===== config.mk =====
export PLATFORM = sky130hd
export DESIGN_NAME = uartn_top
export DESIGN_NICKNAME = d
export VERILOG_FILES = /design/src/rtl/uartn_pkg.sv /design/src/rtl/uartn_baud.sv /design/src/rtl/uartn_tx.sv /design/src/rtl/uartn_rx.sv /design/src/rtl/uartn_top.sv
export SDC_FILE = /design/constraint.sdc
export NUM_CORES = 1
export LEC_CHECK = 0
export ABC_AREA = 1
export CORE_AREA = 2 2 85 95
export CTS_BUF_LIST = sky130_fd_sc_hd__clkbuf_8
export CTS_CLUSTER_DIAMETER = 200
export DETAILED_ROUTE_END_ITERATION = 10
export DIE_AREA = 0 0 87 97
export DONT_BUFFER_PORTS = 1
export PLACE_DENSITY = 0.83
export SYNTH_ARGS = -nofsm -noshare
export SYNTH_HDL_FRONTEND = slang
export SYNTH_SLANG_ARGS = --single-unit

===== constraint.sdc =====
create_clock -name clk -period 5.4 [get_ports clk]
set_clock_uncertainty 0.1 [all_clocks]
set_input_delay 0.81 -clock clk [delete_from_list [all_inputs] [get_ports clk]]
set_output_delay 0.81 -clock clk [all_outputs]
set_load 0.01 [all_outputs]

===== src/rtl/uartn_pkg.sv =====
// Shared constants and types for the serial transceiver.
// Assumes 16x oversampling and a three-point centre sample window.
package uartn_pkg;
    localparam int OVS      = 16;   // ticks per bit
    localparam int SMP_LO   = 7;    // first centre sample tick
    localparam int SMP_MID  = 8;    // second centre sample tick
    localparam int SMP_HI   = 9;    // third sample tick, decision point
    localparam int PH_W     = $clog2(OVS);

    typedef enum logic {RX_IDLE, RX_RUN} rx_state_t;
endpackage


===== src/rtl/uartn_baud.sv =====
// Oversampling tick generator: one-clock pulse every div system clocks.
// Assumes div is static while traffic is in flight; div of 0 acts as 1.
module uartn_baud #(
    parameter int DIV_W = 16
) (
    input  logic             clk,
    input  logic             rst_n,
    input  logic [DIV_W-1:0] div,
    output logic             tick
);
    logic [DIV_W-1:0] cnt;
    logic [DIV_W-1:0] lim;

    // Terminal count for the current divider setting.
    always_comb lim = (div == '0) ? '0 : div - 1'b1;

    assign tick = (cnt >= lim);

    // Free-running divider counter.
    always_ff @(posedge clk) begin
        if (!rst_n)    cnt <= '0;
        else if (tick) cnt <= '0;
        else           cnt <= cnt + 1'b1;
    end
endmodule


===== src/rtl/uartn_tx.sv =====
// Transmitter: frames a byte as start, data LSB first, optional parity, stop.
// Each bit is held for OVS ticks; txd changes only after a tick.
// Assumes par_en/par_odd are stable when a byte is accepted.
module uartn_tx
    import uartn_pkg::*;
#(
    parameter int DATA_W = 8
) (
    input  logic              clk,
    input  logic              rst_n,
    input  logic              tick,
    input  logic              par_en,
    input  logic              par_odd,
    input  logic              valid,
    input  logic [DATA_W-1:0] data,
    output logic              ready,
    output logic              txd
);
    localparam int FW   = DATA_W + 3;
    localparam int NL_W = $clog2(FW + 1);

    logic            busy;
    logic [FW-1:0]   sh;
    logic [FW-1:0]   frame;
    logic [NL_W-1:0] nleft;
    logic [NL_W-1:0] nbits;
    logic [PH_W-1:0] tcnt;
    logic            pbit;

    // Build the outgoing frame and its length from the offered byte.
    always_comb begin
        pbit  = (^data) ^ par_odd;
        frame = par_en ? {1'b1, pbit, data, 1'b0} : {2'b11, data, 1'b0};
        nbits = par_en ? NL_W'(FW) : NL_W'(FW - 1);
    end

    assign ready = !busy;

    // Accept a byte, then shift one bit out every OVS ticks.
    always_ff @(posedge clk) begin
        if (!rst_n) begin
            busy  <= 1'b0;
            sh    <= '1;
            nleft <= '0;
            tcnt  <= '0;
            txd   <= 1'b1;
        end else if (!busy) begin
            if (valid) begin
                busy  <= 1'b1;
                sh    <= frame;
                nleft <= nbits;
                tcnt  <= '0;
            end
        end else if (tick) begin
            tcnt <= tcnt + 1'b1;
            if (tcnt == '0) begin
                if (nleft == '0) begin
                    busy <= 1'b0;
                end else begin
                    txd   <= sh[0];
                    sh    <= {1'b1, sh[FW-1:1]};
                    nleft <= nleft - 1'b1;
                end
            end
        end
    end
endmodule


===== src/rtl/uartn_rx.sv =====
// Receiver: detects a start edge on a tick and reads each bit at ticks 7, 8, 9.
// The majority value is kept, and any disagreement marks the character noisy.
// Assumes rxd is asynchronous (two-flop synchroniser) and config is static.
module uartn_rx
    import uartn_pkg::*;
#(
    parameter int DATA_W = 8
) (
    input  logic              clk,
    input  logic              rst_n,
    input  logic              tick,
    input  logic              par_en,
    input  logic              par_odd,
    input  logic              rxd,
    output logic              valid,
    output logic [DATA_W-1:0] data,
    output logic              frame_err,
    output logic              par_err,
    output logic              noise_err
);
    localparam int BI_W = $clog2(DATA_W + 3);

    rx_state_t         st;
    logic              s1, s2;
    logic [PH_W-1:0]   phase;
    logic [BI_W-1:0]   bidx;
    logic              smp_a, smp_b;
    logic              maj, dis;
    logic [DATA_W-1:0] dsh;
    logic              pbit, pe_q, po_q, nacc;
    logic [BI_W-1:0]   stop_idx;

    // Vote on the two held samples and the live third one.
    always_comb begin
        maj      = (smp_a & smp_b) | (smp_a & s2) | (smp_b & s2);
        dis      = !((smp_a == smp_b) && (smp_b == s2));
        stop_idx = pe_q ? BI_W'(DATA_W + 2) : BI_W'(DATA_W + 1);
    end

    // Two-flop synchroniser for the serial input.
    always_ff @(posedge clk) begin
        if (!rst_n) begin
            s1 <= 1'b1;
            s2 <= 1'b1;
        end else begin
            s1 <= rxd;
            s2 <= s1;
        end
    end

    // Frame sequencer: start detection, centre sampling, result delivery.
    always_ff @(posedge clk) begin
        if (!rst_n) begin
            st        <= RX_IDLE;
            phase     <= '0;
            bidx      <= '0;
            smp_a     <= 1'b1;
            smp_b     <= 1'b1;
            dsh       <= '0;
            pbit      <= 1'b0;
            pe_q      <= 1'b0;
            po_q      <= 1'b0;
            nacc      <= 1'b0;
            valid     <= 1'b0;
            data      <= '0;
            frame_err <= 1'b0;
            par_err   <= 1'b0;
            noise_err <= 1'b0;
        end else begin
            valid <= 1'b0;
            if (tick) begin
                if (st == RX_IDLE) begin
                    if (!s2) begin
                        st    <= RX_RUN;
                        phase <= PH_W'(1);
                        bidx  <= '0;
                        pe_q  <= par_en;
                        po_q  <= par_odd;
                        nacc  <= 1'b0;
                    end
                end else begin
                    phase <= phase + 1'b1;
                    if (phase == PH_W'(OVS - 1)) bidx <= bidx + 1'b1;
                    if (phase == PH_W'(SMP_LO))  smp_a <= s2;
                    if (phase == PH_W'(SMP_MID)) smp_b <= s2;
                    if (phase == PH_W'(SMP_HI)) begin
                        if (bidx == '0) begin
                            if (maj) st <= RX_IDLE;
                            nacc <= dis;
                        end else if (bidx <= BI_W'(DATA_W)) begin
                            dsh  <= {maj, dsh[DATA_W-1:1]};
                            nacc <= nacc | dis;
                        end else if (bidx == stop_idx) begin
                            st        <= RX_IDLE;
                            valid     <= 1'b1;
                            data      <= dsh;
                            frame_err <= !maj;
                            par_err   <= pe_q && (pbit != ((^dsh) ^ po_q));
                            noise_err <= nacc | dis;
                        end else begin
                            pbit <= maj;
                            nacc <= nacc | dis;
                        end
                    end
                end
            end
        end
    end
endmodule


===== src/rtl/uartn_top.sv =====
// Full-duplex serial transceiver top: shared tick divider, transmitter, receiver.
// Assumes configuration inputs change only while both directions are idle.
module uartn_top #(
    parameter int DATA_W = 8,
    parameter int DIV_W  = 16
) (
    input  logic              clk,
    input  logic              rst_n,
    input  logic [DIV_W-1:0]  baud_div,
    input  logic              par_en,
    input  logic              par_odd,
    input  logic              tx_valid,
    input  logic [DATA_W-1:0] tx_data,
    output logic              tx_ready,
    output logic              txd,
    input  logic              rxd,
    output logic              rx_valid,
    output logic [DATA_W-1:0] rx_data,
    output logic              rx_frame_err,
    output logic              rx_par_err,
    output logic              rx_noise_err
);
    logic os_tick;

    uartn_baud #(.DIV_W(DIV_W)) u_baud (
        .clk (clk), .rst_n (rst_n), .div (baud_div), .tick (os_tick)
    );

    uartn_tx #(.DATA_W(DATA_W)) u_tx (
        .clk (clk), .rst_n (rst_n), .tick (os_tick),
        .par_en (par_en), .par_odd (par_odd),
        .valid (tx_valid), .data (tx_data), .ready (tx_ready), .txd (txd)
    );

    uartn_rx #(.DATA_W(DATA_W)) u_rx (
        .clk (clk), .rst_n (rst_n), .tick (os_tick),
        .par_en (par_en), .par_odd (par_odd), .rxd (rxd),
        .valid (rx_valid), .data (rx_data), .frame_err (rx_frame_err),
        .par_err (rx_par_err), .noise_err (rx_noise_err)
    );
endmodule


Yosys cells after proc, flatten, opt, wreduce, memory -nomap -nowiden --
Index checks and enable logic that the tools add are counted.
Operators by class: add/sub/neg operators 6, $mul 0, divide/modulo/power cells 0, $lt $le $gt $ge 2, eq/ne operators 15, shift-type cells 0, mux-type cells 41, bitwise gates (word level) 17, reduce and logical (&&, ||, !) cells 26
Operators by type and width (number):
- $mux 11 | 5
- $mux 4 | 13
- $mux 1 | 20
- $add 16x1->16 const B | 1
- $ge 16x16->1 | 1
- $logic_not 16->1 | 1
- $mux 16 | 1
- $reduce_xor 8->1 | 2
- $sub 16x1->16 const B | 1
- $add 4x1->4 const B | 3
- $eq 4x4->1 const B | 3
- $logic_not 4->1 | 3
- $reduce_and 3->1 | 4
- $reduce_and 4->1 | 3
- $reduce_and 6->1 | 2
- $mux 10 | 1
- $ne 2x2->1 const B | 5
- $not 1->1 | 9
- $reduce_or 6->1 | 1
- $reduce_and 5->1 | 1
- $eq 4x3->1 const B | 1
- $eq 4x4->1 | 1
- $le 4x4->1 const B | 1
- $ne 4x4->1 const B | 1
- other kinds (13) | 23
Word-level totals: register bits 74, bits in latches 0, memory bits (writable) 0, memory bits (read-only) 0, bits of input ports 30, output and inout port bits 14, word-level logic and storage cells 130, memories kept 0

Logic depth before layout (Yosys ltp) --
depth after elaboration 9, mapped depth 23, gate-level depth less buffers 22

Modules after synthesis --
A second synthesis with hierarchy kept.
Second synthesis, totals: cell total of the unflattened synthesis 653, area, all modules 4490.6 um^2
Modules (own cells, without submodules):
- uartn_rx | times used 1, cells each 229, area each 1761.7 um^2, sequential area each 740.7 um^2
- uartn_baud | times used 1, cells each 261, area each 1629.1 um^2, sequential area each 320.3 um^2
- uartn_tx | times used 1, cells each 163, area each 1099.8 um^2, sequential area each 400.4 um^2

Least setup slack after synthesis --
No wires, ideal clock.
path kind input to register, start input port baud_div[1], end register u_tx.sh[9], library setup time 0.134 ns, data arrival time 3.047 ns, data required time 5.166 ns, slack 2.119 ns, cell stages on the path 18, buffers on the path 1, path through nor3_2 -> nand3_1 -> nor2_1 -> nand2_1 -> nor2_1 -> nand3_1 -> xor2_1 -> nand2_1 -> ha_1 -> a21oi_1 -> o21ai_0 -> a21oi_1 -> nand2_4 -> nand3_2 -> nand2_1 -> buf_4 -> nand2_1 -> nand3_1
On the way: word-level cells in the longest chain between the ends 5, elaborated cells between the ends (all ways) 6, classes of those cells 1 x add/sub; 1 x order compare; 1 x eq/ne; 1 x mux; 2 x reduce/logical
Ends and longest elaborated chain:
- start: declaration | RTL line uartn_top.sv:9 | input logic [DIV_W-1:0] baud_div,
- $sub 16x1->16 / $logic_not 16->1 (equally long branches) | RTL line uartn_baud.sv:15 | always_comb lim = (div == '0) ? '0 : div - 1'b1;
- $mux 16 (*) | RTL line uartn_baud.sv:15
- $ge 16x16->1 (*) | RTL line uartn_baud.sv:17 | assign tick = (cnt >= lim);
- $ne 2x2->1 (no line) (*)
- $reduce_and 4->1 (no line) (*)
- end signal: assignment | RTL line uartn_tx.sv:50 | sh <= frame;
- end signal: assignment | RTL line uartn_tx.sv:61 | sh <= {1'b1, sh[FW-1:1]};
- end: declaration | RTL line uartn_tx.sv:23 | logic [FW-1:0] sh;
Mark *: on every way between the ends. The rest lies on a longest branch, timed or not. A chain may end at the register's enable or synchronous reset.

Final worst setup path --
Same ends and word-level chain as after synthesis.

==> key figures <==
Floorplanning
  • Die X: 87 um
  • Initial Utilization: 59.7%
  • Die area: 0.00844 mm^2
  • FP Rows: 33
  • Ports: 44
  • Core area: 0.00739 mm^2
  • Die Y: 97 um

STA
  • Fin Setup TNS: 0 ns
  • Max_slew headroom: 58.9%
  • Final Setup Violations: 0
  • Fmax: 269 MHz
  • Final Max Slew Viols: 0
  • Final critical-path share of the clock period: 68.7%
  • Final min period: 3.71 ns
  • Final setup margin: 1.69 ns
  • Fin. Hold Viols: 0
  • RSZ-0062 raised after global routing: false
  • Worst Max-Slew Pin Slew: 0.616 ns

Power
  • Static Leak: 2.14 nW
  • Max VDD drop: 213 uV
  • Cell Pwr Density: 246 mW/mm^2

Synthesis
  • Syn nets: 708
  • Post-synth top area share: 33.1%
  • Yosys top cell by area: dfxtp_1
  • Yosys cell types: 39
  • Gate Count Post-Synth: 649
  • Sequential fraction of the synthesis area: 33.1%
  • Ranking of synthesized cells by area: dfxtp_1 33%, nand2_1 11%, nor2_1 8.5%
  • Flop and latch count out of synthesis: 73
  • Most frequent cell after synthesis: nand2_1
  • EDFF count, synth: 0
  • Synth warnings: 0
  • Synth Flop Type: dfxtp_1
  • Mapped Area: 0.00441 mm^2
  • Mapped Avg Cell Area: 6.80 um^2
  • Post-synth top cells: 133 x nand2_1, 100 x nor2_1, 77 x inv_1, 73 x dfxtp_1, 64 x nand3_1
  • Asr flop ratio synth: 0%

Critical path
  • Maximum fanout along the worst path: 27
  • Top delay family on crit path: simple AND/OR/NAND/NOR gates
  • Slowest Stage Delay on Critical Path: 0.32 ns
  • Critical path's most frequent cell: nand2_1
  • Critical path arrival: 3.85 ns
  • Crit end category: register
  • Critical-path top delay cell: nand3_2
  • Buf/Inv on CP: 0
  • R2R Setup Slk: 2.92 ns
  • Setup crit start kind: input pin
  • Critical-path cell list: nor3_2, nand3_1, nor2_1, nand2_1, nor2_1, nand3_1, xor2_1, nand2_1, ha_1, a21oi_1, o21ai_0, a21oi_1, nand2_4, nand3_2, nand2_1, nand2_1, nand3_1
  • CP Class: input pin to register
  • Worst EP required: 5.54 ns

Route
  • Via count: 3961
  • DR iter-0 viols: 193
  • Total wire length: 8970 um
  • WL/cell: 12.2 um
  • Via-per-instance ratio: 5.40
  • Antenna-violating nets left: 0
  • First-pass DRT Iterations: 5
  • Residual DRC: 0

Placement
  • Place WS: 1.34 ns
  • Quantity of I/O buffers inserted on ports: 0
  • Post-placement cell count: 718
  • RD Place Congestion: 0.918
  • HPWL after DPL: 6490 um

Clock tree
  • Cts hold-fix bufs: 0
  • Clk sinks: 73
  • CTS tree: built
  • Clk buf depth: 2
  • Setup repair bufs after CTS: 0
  • CTS resizes: 0
  • Num CTS Buffers: 9
  • CTS root buffer: clkbuf_8
  • Worst-Skew Late Latency: 0.35 ns
  • CTS clock-pin slew for the worst setup and hold paths: 0.08 ns
  • H-tree level count: 3

Finish
  • Count of inserted antenna diode cells: 0
  • Area Overhead vs Synth: 5.25%
  • Cell Count, Final, Fillers Out: 734
  • Fin nets: 701
  • Fraction of layout instances using a drive strength above 1: 5.41%
  • Number of fill cells in the layout: 657

Flow run
  • Reported max-cap violation count: 0

Global routing
  • First-pass GRT wire length: 16000 um
  • Total track usage: 22.6%
  • GR Util met2: 39.3%
  • Met3 usage: 3.84%
  • Vias in the first global route: 3756
  • Largest net degree at the start of global routing: 41
  • Most Used Layer, Global Route: met2
  • Met1 Resource Use GR: 27.5%
  • Gr ovfl total: 0
  • Initial antenna violation count: 0

Worst hold path
  • Worst min path class: register to register

Outcome
  • Outcome: completed
worst paths after layout:
kind                 startpoint            end  cells past startpoint
setup / recovery    baud_div[1]     u_tx.sh[9]                     17
hold / removal          u_rx.s1        u_rx.s2                      1
setup reg to reg  u_baud.cnt[0]  u_tx.nleft[3]                     12
hold reg to reg         u_rx.s1        u_rx.s2                      1
state kept, by name, summed over array words and instances (netlist names), 4 cells and up:
register,flops
u_rx.phase,4
u_rx.dsh,8
u_tx.sh,10
u_rx.bidx,4
u_tx.tcnt,4
u_rx.data,8
u_tx.nleft,4
u_baud.cnt,16
per-layer routing:
layer | part of all wire, % | wire (um)
met1 | 45 | 4070
met3 | 3.4 | 306
met2 | 50 | 4450
met4 | 1.6 | 143
met5 | 0 | 0
area by class of cell:
type | instances | area, um^2 | area share (%)
clock inverter | 6 | 90.1 | 1.94
clock buffer | 10 | 138 | 2.96
inverter | 81 | 309 | 6.65
tap | 87 | 109 | 2.34
sequential | 73 | 1460 | 31.5
multi-input combinational | 477 | 2540 | 54.6
report_power, final:
group	leakage (nW)	internal, W	switching [W]
clock network	0.113	0.000274	0.000210
registers	0.593	0.000550	0.0000107
logic	1.43	0.0000396	0.0000575
total	2.14	0.000863	0.000279
stage by stage:
| stage | util (%) | hold WS [ns] | instance area [um^2] | total power (W) |
|---|---|---|---|---|
| after floorplan | - | 0.293 | 4410 | 0.000655 |
| after global placement | 59.8 | 0.299 | 4420 | 0.000665 |
| after detailed placement | 59.8 | 0.298 | 4420 | 0.000669 |
| after CTS | 62.8 | 0.317 | 4640 | 0.00115 |
| after global routing | 62.8 | 0.335 | 4640 | 0.00119 |
| final | 62.8 | 0.317 | 4640 | 0.00114 |
cell usage in the layout (no fill, tap or decap):
| cell type | instances |
|---|---|
| a21boi_0 | 1 |
| a21o_1 | 1 |
| a21oi_1 | 32 |
| a31oi_1 | 4 |
| bufinv_16 | 2 |
| clkbuf_8 | 10 |
| clkinv_1 | 1 |
| clkinv_2 | 1 |
| clkinv_4 | 2 |
| clkinvlp_4 | 1 |
| dfxtp_1 | 73 |
| ha_1 | 29 |
| inv_1 | 77 |
| inv_2 | 2 |
| inv_6 | 1 |
| nand2_1 | 133 |
| nand2_2 | 3 |
| nand2_4 | 1 |
| nand3_1 | 64 |
| nand3_2 | 1 |
| nand3b_1 | 3 |
| nand4_1 | 12 |
| nand4_4 | 1 |
| nor2_1 | 100 |
| nor2_2 | 2 |
| nor3_1 | 17 |
| nor3_2 | 1 |
| nor3b_1 | 3 |
| nor3b_4 | 1 |
| o211ai_1 | 2 |
| o21ai_0 | 25 |
| o21ai_1 | 2 |
| o22ai_1 | 1 |
| or2_0 | 1 |
| or2_2 | 6 |
| xnor2_1 | 12 |
| xor2_1 | 19 |
cell families (layout without fill, tap and decap cells):
family | count (synthesis) | after routing | share of synthesized area [%]
AND/OR/NAND/NOR | 349 | 349 | 35.0
adder cells (fa/ha/maj) | 29 | 29 | 8.22
flip-flops | 73 | 73 | 33.1
AO/OA/AOI/OAI | 68 | 68 | 8.08
XOR/XNOR | 31 | 31 | 6.15
buffers and inverters | 99 | 97 | 9.38
No activity file was read; power rests on OpenSTA's default activity.
